## src/rtl/msgirq_pkg.sv

```systemverilog
package msgirq_pkg;
    localparam int VEC_W      = 5;
    localparam int CTRL_BYTE  = 3;
    localparam int EN_BIT     = 31;
    localparam int FMASK_BIT  = 30;
    localparam logic [31:0] PBA_GAP = 32'h0000_0800;

    typedef struct packed {
        logic en;
        logic fmask;
        logic pulse;
    } ctrl_t;

    typedef struct packed {
        logic             busy;
        logic [VEC_W-1:0] vec;
    } scan_t;
endpackage

```

## src/rtl/msgirq_ctrl_reg.sv

```systemverilog
module msgirq_ctrl_reg
    import msgirq_pkg::*;
(
    input  logic        clk,
    input  logic        rst_n,
    input  logic        wr_en,
    input  logic [1:0]  wr_addr,
    input  logic [3:0]  wr_be,
    input  logic [31:0] wr_data,
    output logic        en,
    output logic        fmask,
    output logic        pulse,
    output logic        scan_start,
    output logic        scan_stop
);
    ctrl_t state_d, state_q;
    logic  covers;

    always_comb begin
        covers     = wr_en && (wr_addr == 2'd0) && wr_be[CTRL_BYTE];
        state_d    = state_q;
        state_d.pulse = 1'b0;
        scan_start = 1'b0;
        scan_stop  = 1'b0;
        if (covers) begin
            state_d.en    = wr_data[EN_BIT];
            state_d.fmask = wr_data[FMASK_BIT];
            state_d.pulse = wr_data[EN_BIT];
            if (wr_data[EN_BIT] && !wr_data[FMASK_BIT]) begin
                scan_start = 1'b1;
            end else begin
                scan_stop  = 1'b1;
            end
        end
    end

    always_ff @(posedge clk or negedge rst_n) begin
        if (!rst_n) begin
            state_q <= '0;
        end else begin
            state_q <= state_d;
        end
    end

    assign en    = state_q.en;
    assign fmask = state_q.fmask;
    assign pulse = state_q.pulse;
endmodule

```

## src/rtl/msgirq_scan_seq.sv

```systemverilog
module msgirq_scan_seq
    import msgirq_pkg::*;
#(
    parameter int NUM_VEC = 8
) (
    input  logic             clk,
    input  logic             rst_n,
    input  logic             start,
    input  logic             stop,
    output logic             busy,
    output logic [VEC_W-1:0] vec
);
    localparam logic [VEC_W-1:0] LAST_VEC = VEC_W'(NUM_VEC - 1);

    scan_t state_d, state_q;

    always_comb begin
        state_d = state_q;
        if (start) begin
            state_d.busy = 1'b1;
            state_d.vec  = '0;
        end else if (stop) begin
            state_d.busy = 1'b0;
            state_d.vec  = '0;
        end else if (state_q.busy) begin
            if (state_q.vec == LAST_VEC) begin
                state_d.busy = 1'b0;
                state_d.vec  = '0;
            end else begin
                state_d.vec  = state_q.vec + 1'b1;
            end
        end
    end

    always_ff @(posedge clk or negedge rst_n) begin
        if (!rst_n) begin
            state_q <= '0;
        end else begin
            state_q <= state_d;
        end
    end

    assign busy = state_q.busy;
    assign vec  = state_q.vec;
endmodule

```

## src/rtl/msgirq_cfg_rdmux.sv

```systemverilog
module msgirq_cfg_rdmux
    import msgirq_pkg::*;
#(
    parameter int          NUM_VEC    = 8,
    parameter logic [7:0]  CAP_ID     = 8'h11,
    parameter logic [7:0]  NEXT_PTR   = 8'h00,
    parameter logic [31:0] TBL_OFFSET = 32'h0000_1000,
    parameter logic [2:0]  BAR_IDX    = 3'd2
) (
    input  logic [1:0]  rd_addr,
    input  logic        en,
    input  logic        fmask,
    output logic [31:0] rd_data
);
    localparam logic [10:0] TSIZE    = 11'(NUM_VEC - 1);
    localparam logic [31:0] PBA_OFS  = TBL_OFFSET + PBA_GAP;
    localparam logic [31:0] TBL_WORD = {TBL_OFFSET[31:3], BAR_IDX};
    localparam logic [31:0] PBA_WORD = {PBA_OFS[31:3], BAR_IDX};

    always_comb begin
        case (rd_addr)
            2'd0:    rd_data = {en, fmask, 3'b000, TSIZE, NEXT_PTR, CAP_ID};
            2'd1:    rd_data = TBL_WORD;
            2'd2:    rd_data = PBA_WORD;
            default: rd_data = '0;
        endcase
    end
endmodule

```

## src/rtl/msgirq_ctrl_seq.sv

```systemverilog
module msgirq_ctrl_seq
    import msgirq_pkg::*;
#(
    parameter int          NUM_VEC    = 8,
    parameter logic [7:0]  CAP_ID     = 8'h11,
    parameter logic [7:0]  NEXT_PTR   = 8'h00,
    parameter logic [31:0] TBL_OFFSET = 32'h0000_1000,
    parameter logic [2:0]  BAR_IDX    = 3'd2
) (
    input  logic        clk,
    input  logic        rst_n,
    input  logic        cfg_wr_en,
    input  logic [1:0]  cfg_wr_addr,
    input  logic [3:0]  cfg_wr_be,
    input  logic [31:0] cfg_wr_data,
    input  logic [1:0]  cfg_rd_addr,
    output logic [31:0] cfg_rd_data,
    output logic        cap_enable,
    output logic        func_mask,
    output logic        legacy_deassert,
    output logic        scan_valid,
    output logic [4:0]  scan_vec
);
    logic start_w, stop_w;

    msgirq_ctrl_reg u_ctrl (
        .clk        (clk),
        .rst_n      (rst_n),
        .wr_en      (cfg_wr_en),
        .wr_addr    (cfg_wr_addr),
        .wr_be      (cfg_wr_be),
        .wr_data    (cfg_wr_data),
        .en         (cap_enable),
        .fmask      (func_mask),
        .pulse      (legacy_deassert),
        .scan_start (start_w),
        .scan_stop  (stop_w)
    );

    msgirq_scan_seq #(.NUM_VEC(NUM_VEC)) u_scan (
        .clk   (clk),
        .rst_n (rst_n),
        .start (start_w),
        .stop  (stop_w),
        .busy  (scan_valid),
        .vec   (scan_vec)
    );

    msgirq_cfg_rdmux #(
        .NUM_VEC    (NUM_VEC),
        .CAP_ID     (CAP_ID),
        .NEXT_PTR   (NEXT_PTR),
        .TBL_OFFSET (TBL_OFFSET),
        .BAR_IDX    (BAR_IDX)
    ) u_rd (
        .rd_addr (cfg_rd_addr),
        .en      (cap_enable),
        .fmask   (func_mask),
        .rd_data (cfg_rd_data)
    );
endmodule

```

## config.mk

```make
export PLATFORM = sky130hd
export DESIGN_NAME = msgirq_ctrl_seq
export DESIGN_NICKNAME = d
export VERILOG_FILES = /design/src/rtl/msgirq_pkg.sv /design/src/rtl/msgirq_ctrl_reg.sv /design/src/rtl/msgirq_scan_seq.sv /design/src/rtl/msgirq_cfg_rdmux.sv /design/src/rtl/msgirq_ctrl_seq.sv
export SDC_FILE = /design/constraint.sdc
export NUM_CORES = 1
export LEC_CHECK = 0
export BUFFER_PORTS_ARGS = -buffer_cell sky130_fd_sc_hd__buf_2
export CELL_PAD_IN_SITES_DETAIL_PLACEMENT = 0
export CELL_PAD_IN_SITES_GLOBAL_PLACEMENT = 2
export CORE_ASPECT_RATIO = 0.5
export CORE_MARGIN = 2
export CORE_UTILIZATION = 15
export DETAILED_ROUTE_END_ITERATION = 6
export GPL_ROUTABILITY_DRIVEN = 0
export PLACE_DENSITY_LB_ADDON = 0.25
export SETUP_SLACK_MARGIN = 0.5
export SLEW_MARGIN = 20
export SYNTH_ARGS = -nofsm -noshare
export SYNTH_HDL_FRONTEND = slang
export SYNTH_SLANG_ARGS = --single-unit
```

## constraint.sdc

```tcl
create_clock -name clk -period 1.6 [get_ports clk]
set_input_delay 0 -clock clk [delete_from_list [all_inputs] [get_ports clk]]
set_output_delay 0 -clock clk [all_outputs]
set_load 0.05 [all_outputs]
```

### Word level (Yosys, flattened, before mapping)

Cells that the tools add are included.
W data, S select, Z words.

* word-level logic and storage cells: 27
* input port bits: 43
* bits in registers: 9

* eq/ne operators: 3
* add/subtract/negate cells: 1
* mux-type cells: 11
* reduce and logical (&&, ||, !) cells: 7

Operator list (count)
* $pmux W32 S3: 1
* $mux W6: 3
* $mux W1: 6
* $add A5 B1 Y5 const B: 1
* $eq A5 B3 Y1 const B: 1
* $mux W5: 1
* $logic_not A2 Y1: 2
* $logic_and A1 B1 Y1: 3
* $reduce_bool A3 Y1: 1
* $eq A2 B1 Y1 const B: 1
* $eq A2 B2 Y1 const B: 1
* $logic_not A1 Y1: 1

### Longest topological paths before layout

Gate-level depths: netlist of run 1.

* word-level depth: 6
* depth in mapped cells: 4
* gate-level depth less buffers: 4

### By module

A second synthesis of run 1 with hierarchy kept.

* cells, all modules: 73
* area total of the unflattened synthesis: 709.4 µm²

Modules (own cells, without submodules)
* msgirq_scan_seq: area each 291.5 µm², cells each 27, instances 1
* msgirq_cfg_rdmux: area each 264.0 µm², cells each 35, instances 1
* msgirq_ctrl_reg: area each 153.9 µm², cells each 11, instances 1

### Worst setup path after synthesis of run 1

No wires, ideal clock.

* path type: reg2reg
* start: reg u_scan.state_q, in the netlist u_scan.vec[0]
* end: reg u_scan.state_q, in the netlist u_scan.vec[1]
* clock period less this slack: 1567 ps
* setup time: 148 ps
* slack: 33 ps
* arrival time: 1418 ps
* cell stages (with the launch flop): 5
* cell sequence: dfrtp_1 > ha_1 > nand2_1 > o31ai_1 > o32ai_1

* word-level cells in the longest chain between the ends: 5

Ends and longest elaborated chain
* start: declaration: RTL line msgirq_scan_seq.sv:15 `scan_t state_d, state_q;`
* start signal: assignment: RTL line msgirq_scan_seq.sv:39 `state_q <= state_d;`
* $add A5 B1 Y5 or $eq A5 B3 Y1 (tied branches): RTL line msgirq_scan_seq.sv:30, msgirq_scan_seq.sv:26
* $mux W5 (*): RTL line msgirq_scan_seq.sv:26 `if (state_q.vec == LAST_VEC) begin`
* $mux W6 (*): RTL line msgirq_scan_seq.sv:25 `end else if (state_q.busy) begin`
* $mux W6 (*): RTL line msgirq_scan_seq.sv:22 `end else if (stop) begin`
* $mux W6 (*): RTL line msgirq_scan_seq.sv:19 `if (start) begin`

Every way passes the cells marked *; elsewhere a longest branch is shown, timed or not. The select of a mux whose other input is x is not followed.
A chain may end at the register's enable or synchronous reset.

### Worst setup path in the final report of run 1

* start: reg u_scan.state_q, in the netlist u_scan.vec[1]
* end: reg u_scan.state_q, in the netlist u_scan.vec[0]

* word-level cells in the longest chain between the ends: 5

Ends and longest elaborated chain (RTL line)
* $eq A5 B3 Y1: msgirq_scan_seq.sv:26
* $mux W5: msgirq_scan_seq.sv:26
* $mux W6: msgirq_scan_seq.sv:25
* $mux W6: msgirq_scan_seq.sv:22
* $mux W6: msgirq_scan_seq.sv:19

Every way passes these cells. The select of a mux whose other input is x is not followed.

==> results of run 1 <==
[sequential cells by signal, summed over array words and instances (netlist names)]
name / flops
u_ctrl.en: 1
u_ctrl.fmask: 1
u_ctrl.pulse: 1
u_scan.busy: 1
u_scan.vec: 5
[power by group through the flow]
stage          registers (W)  logic (W)  clock network (W)
2_1_floorplan       0.000655   0.000413                  0
4_1_cts             0.000418   0.000787           0.000277
5_1_grt             0.000427   0.000862           0.000290
6_report            0.000411   0.000817           0.000268
3_5_place_dp        0.000431   0.000740                  0
3_3_place_gp        0.000432   0.000739                  0
[placed cells by master, fill, tap and decap left out, types with 2 or more instances in the layout]
master / Yosys / layout
buf_2: 0 / 28
conb_1: 1 / 22
dfrtp_2: 0 / 6
inv_1: 4 / 4
buf_4: 27 / 4
and2_2: 1 / 3
ha_1: 4 / 3
clkbuf_8: 0 / 3
dfrtp_1: 9 / 3
mux2_4: 2 / 2
nand4_1: 2 / 2
nand2_1: 3 / 2
nor2_1: 2 / 2
dlygate4sd3_1: 0 / 2
[logic make-up (layout without fill, tap and decap cells)]
logic type	Yosys count	in the layout	share of synthesized area
XOR/XNOR	2	2	0.0252
AND/OR/NAND/NOR	14	14	0.133
adder cells (fa/ha/maj)	4	4	0.0721
AO/OA/AOI/OAI	6	6	0.0667
flip-flops	9	9	0.324
multiplexers	2	2	0.0432
other	1	22	0.00540
buffers and inverters	32	42	0.330
[worst paths after layout]
path	startpoint	end	slack, ps	cells past startpoint
min in group asynchronous	rst_n	u_scan.busy	150	2
max	u_scan.vec[1]	u_scan.vec[0]	510	4
max in group asynchronous	rst_n	u_scan.vec[4]	1230	2
min reg2reg	u_scan.busy	u_scan.vec[1]	540	1
max reg2reg	u_scan.vec[1]	u_scan.vec[0]	510	4
min	cfg_wr_data[31]	u_ctrl.pulse	20	2
[area by class of cell]
| cell class | instances | area (sq um) | share of cell area |
|---|---|---|---|
| tap | 57 | 71.3 | 0.0783 |
| clock inverter | 1 | 5.00 | 0.00549 |
| inverter | 4 | 15.0 | 0.0165 |
| timing repair buffer | 34 | 190 | 0.209 |
| sequential | 9 | 233 | 0.255 |
| clock buffer | 3 | 41.3 | 0.0453 |
| multi-input combinational | 50 | 355 | 0.390 |
[worst reg2reg max path: cells and delay by family, from the launching register on]
kind	cells	cell delay [ps]
compound gates	2	300
fa+ha+maj	1	190
flops	1	430
simple gates	1	70
[repair_timing]
item                                   4_1_cts  5_1_grt
buffers inserted                             2        2
hold buffers                                 2        0
endpoints found under the hold margin       10        0
setup endpoints to repair                    3        4
resized for setup                            0        1
pin swaps                                    1        1
[routing by layer]
metal	global-route usage	up-vias	wire length (um)
li1	-	240	-
met1	0.0500	239	528
met2	0.0895	23	688
met3	0.0215	2	90
met4	0.0274	0	12
met5	0	-	0
[through the flow]
stage | cell area, sq um | worst slack, ps
6_report | 911 | 512
5_1_grt | 911 | 453
4_1_cts | 891 | 503
3_5_place_dp | 810 | 445
3_3_place_gp | 810 | 423
2_1_floorplan | 812 | 332
==> results.md, run 1 <==
* Die area at 0.00522 sq mm
* Max-cap check violation count at 0
* Final Hold Violating Endpoints at 0
* Mapped cell area at 694 sq um
* Setup TNS at 0 ps
* DRT antenna net count at 0
* H-tree levels at 1
* Register area share after synthesis at 0.324
* Clk buf depth at 2
* Number of global-route vias before repair at 441
* RSZ-0062 raised after global routing: yes
* Pwr dens at 1640 mW/mm^2
* Logic pwr share at 0.546
* CP delay by family, top: flip-flops
* Psw at 0.000771 W
* DR pass1 iterations at 3
* Total Power at 0.00150 W
* Tmin final at 1090 ps
* Worst path cell trace: ha_4 > nand2_4 > o31ai_4 > o31ai_1
* Die Width at 100 um
* DR vias at 504
* Clock latency on the worst-skew pair at 230 ps
* Final nets at 149
* Row count at 17
* Clock sinks at 9
* DRC violations left at 0
* Switching part of the total at 0.516
* HPWL Detailed at 1.03 mm
* Synth async-reset ratio at 1.00
* Wirelength per Cell at 8.35 um
* Root buffer cell: clkbuf_8
* Fin crit share at 0.680
* Synthesized instance count at 70
* Placed insts at 148
* Status: complete, no violations
* IO Count at 84
* Share of layout cells above drive strength 1 at 0.525
* Kind of critical path: flip-flop to flip-flop
* Initial antenna violation count at 0
* Crit-path max FO at 4
* Largest net degree at the start of global routing at 13
* Clock slew at reported path FFs at 50 ps
* Worst EP arrival at 1220 ps
* Antenna cells at 0
* CTS Buf Count at 3
* Synth cell count leaders: buf_4 (27), dfrtp_1 (9), ha_1 (4), inv_1 (4), nand2_1 (3)
* Final Max Tran Viols at 0
* Port bufs at 28
* CP Data Required Time at 1740 ps
* Routed WL at 1.32 mm
* Syn avg cell area at 9.92 sq um
* Max IR drop VDD at 314 uV
* Core area at 0.00442 sq mm
* Slowest stage delay, CP at 430 ps
* Count leader, synth: buf_4
* Post-synth top flop: dfrtp_1
* Initial Utilization at 0.157
* Vias per inst at 3.19
* Unique masters post-synth at 23
* CP max-delay cell: dfrtp_2
* Power Internal at 0.000725 W
* Clk pwr share at 0.179
* Fin cells at 158
* Layout filler cell count at 488
* Iter 0 DRT Violations at 9
* Worst hold path type: primary input to flip-flop
* WHS at 22.5 ps
* WP buf/inv at 0
* Ys Warns at 0
* Post-Route Utilization at 0.206
* Final setup vio count at 0
* Synthesized flop and latch total at 9
* Area grow syn2layout at 31.2%
* Yosys top cell by area: dfrtp_1
* Top cells by area, synth: dfrtp_1 (32%), buf_4 (29%), ha_1 (7.2%)
* Top-area cell type share of the netlist area at 0.324
* Global route total overflow at 0
* Sequential share of power at 0.275
* CTS tree: yes
* Number of synthesized flops with an enable pin at 0
* First-pass GRT wire length at 1.95 mm
* Total GRT Usage at 0.0499
* CP Capture Type: flip-flop
* Die Ht at 52.1 um
* Worst Skew at 6.82 ps
* Type of origin of the critical path: flip-flop
* Static leakage at 0.477 nW
* Fmax at 920 MHz
No activity file was read; power rests on OpenSTA's default activity.
==> run 2, diff against run 1 <==
--- a/config.mk
+++ b/config.mk
@@ -5,12 +5,13 @@
 export SDC_FILE = /design/constraint.sdc
 export NUM_CORES = 1
 export LEC_CHECK = 0
+export ABC_AREA = 1
 export BUFFER_PORTS_ARGS = -buffer_cell sky130_fd_sc_hd__buf_2
 export CELL_PAD_IN_SITES_DETAIL_PLACEMENT = 0
 export CELL_PAD_IN_SITES_GLOBAL_PLACEMENT = 2
 export CORE_ASPECT_RATIO = 0.5
 export CORE_MARGIN = 2
-export CORE_UTILIZATION = 15
+export CORE_UTILIZATION = 13
 export DETAILED_ROUTE_END_ITERATION = 6
 export GPL_ROUTABILITY_DRIVEN = 0
 export PLACE_DENSITY_LB_ADDON = 0.25
==> constraint.sdc (replaced) <==
create_clock -name clk -period 1 [get_ports clk]
set_input_delay 0 -clock clk [delete_from_list [all_inputs] [get_ports clk]]
set_output_delay 0 -clock clk [all_outputs]
set_load 0.05 [all_outputs]
==> results.md, run 2 <==
* Status: complete, but fails checks
* Failing checks: negative setup slack
* Root buffer cell: clkbuf_16
* Tmin final at 1010 ps
* Commonest non-fill, non-tap cell in the layout: conb_1
* Top-area cell type share of the netlist area at 0.307
* Synthesized instance count at 93
* Syn avg cell area at 7.90 sq um
* Initial antenna violation count at 0
* CP Data Required Time at 1120 ps
* Largest net degree at the start of global routing at 11
* Register area share after synthesis at 0.307
* Worst path cell trace: ha_4 > buf_4 > a21oi_2 > nor2_1
* Fmax at 989 MHz
* Iter 0 DRT Violations at 17
* Wirelength per Cell at 7.81 um
* CP max-delay cell: dfrtp_2
* Most frequent cells in the layout: conb_1 (22), buf_8 (19), nand2_1 (14)
* Worst hold path type: primary input to flip-flop
* Vias per inst at 3.04
* Slowest stage delay, CP at 410 ps
* DR pass1 iterations at 3
* First-pass GRT wire length at 2.43 mm
* Share of layout cells above drive strength 1 at 0.562
* Row count at 19
* Worst Skew at 0.300 ps
* Synthesized flop and latch total at 9
* Worst Reg-to-Reg Cells at 4
* Clk buf depth at 2
* Synth cell count leaders: buf_4 (27), nand2_1 (18), inv_1 (11)
* Unique masters post-synth at 16
* CTS tree: yes
* Die Width at 110 um
* Worst r2r src: u_scan.vec[1]
* DR vias at 618
* IO Count at 84
* Max-cap check violation count at 0
* Total GRT Usage at 0.0510
* DRT antenna net count at 0
* Worst EP arrival at 1130 ps
* DRC violations left at 0
* Final Hold Violating Endpoints at 0
* Final WS setup at -10.8 ps
* Final nets at 178
* Port bufs at 28
* Total Power at 0.00286 W
* Die area at 0.00630 sq mm
* Core area at 0.00547 sq mm
* Mapped cell area at 734 sq um
* Area grow syn2layout at 79.7%
* Top cells by area, synth: dfrtp_1 (31%), buf_4 (28%), nand2_1 (9.2%)
* Kind of critical path: flip-flop to flip-flop
* HP Start: cfg_wr_data[30]
* Post-synth top flop: dfrtp_1
* Static leakage at 0.619 nW
* Hold path depth at 4
* Crit-path max FO at 4
* WHS at 41.8 ps
* Clock slew at reported path FFs at 40 ps
* RSZ-0062 raised after global routing: yes
* Synth async-reset ratio at 1.00
* Global route total overflow at 0
* Antenna cells at 0
* Hold endpoint: u_scan.busy
* Final setup vio count at 1
* HPWL Detailed at 1.16 mm
* Ys Warns at 0
* Initial Utilization at 0.134
* Number of global-route vias before repair at 541
* Yosys top cell by area: dfrtp_1
* Pwr dens at 2170 mW/mm^2
* Die Ht at 57.2 um
* H-tree levels at 1
* Clock latency on the worst-skew pair at 230 ps
* Reg2reg end: u_scan.vec[2]
* Number of synthesized flops with an enable pin at 0
* CP Capture Type: flip-flop
* Routed WL at 1.59 mm
* Max IR drop VDD at 464 uV
* Fin crit share at 1.01
* Type of origin of the critical path: flip-flop
* Reg2Reg Setup Slack at -10 ps
* Max FFs per register at 5
* Clock sinks at 9
* CTS Buf Count at 3
* Final Max Tran Viols at 0
* Count leader, synth: buf_4
## run 2: changes by cell type after synthesis, moves of 3 or more
cell and change:
nand2_1 +15, inv_1 +7, nand3_1 +6, nand2_2 +3, nor2_2 +3
## run 2: cell families after synthesis
kind of cell / share of synthesized area
fa+ha+maj: 0.0681
simple gates: 0.233
buf+inv: 0.348
other cells: 0.00511
compound gates: 0.0392
flops: 0.307
## run 2: metal layers
layer  track usage  routed length, um  up-vias  part of all wire
met5             0                  0        -                 0
met1        0.0598                651      281              0.41
li1              -                  -      310                 -
met3        0.0103                 96        2             0.061
met2        0.0859                812       25              0.51
met4        0.0321                 25        0             0.016
## run 2: metrics by stage
step / setup slack, ps / cell area, sq um / util / setup TNS, ps / instances
floorplan: -187 / 935 / - / -818 / 114
global placement: 4.43 / 960 / 0.176 / 0 / 193
detailed placement: -4.27 / 960 / 0.176 / -5.05 / 193
CTS: 16.2 / 1220 / 0.224 / 0 / 201
global route: -66.4 / 1320 / 0.241 / -264 / 203
finish: -10.8 / 1320 / 0.241 / -10.8 / 203
## run 2: what timing repair did
action | in CTS | in global routing
hold buffers | 1 | 0
resized for setup | 48 | 23
buffers inserted | 3 | 2
pin swaps | 3 | 2
hold endpoints to repair | 9 | 0
setup endpoints to repair | 27 | 27
## run 2: power breakdown
part           switching, W  leakage [nW]  internal (W)
combinational      0.000943         0.475      0.000611
clock              0.000162        0.0382      0.000532
sequential         0.000139         0.106      0.000474
## run 2: worst max path at each step
stage | from | end
final | u_scan.vec[1] | u_scan.vec[2]
after global routing | u_scan.vec[1] | u_scan.vec[4]
after CTS | u_scan.vec[0] | u_scan.busy
after detailed placement | u_scan.vec[1] | u_scan.vec[1]
after global placement | u_scan.vec[1] | u_scan.vec[3]
after floorplan | u_scan.vec[0] | u_scan.vec[4]
## run 2: critical path, delay by kind of cell (launching register included)
kind                     cells  cell delay [ps]
buffers and inverters        1              130
AO/OA/AOI/OAI                1              120
flip-flops                   1              410
adder cells (fa/ha/maj)      1              190
AND/OR/NAND/NOR              1               50
## run 2: layout make-up
type,count,area [sq um]
clock buffers,4,78.8
repair buffers,40,450
well taps,73,91.3
flip-flops and latches,9,236
multi-input cells,66,394
inverters,11,68.8
fillers,598,4150
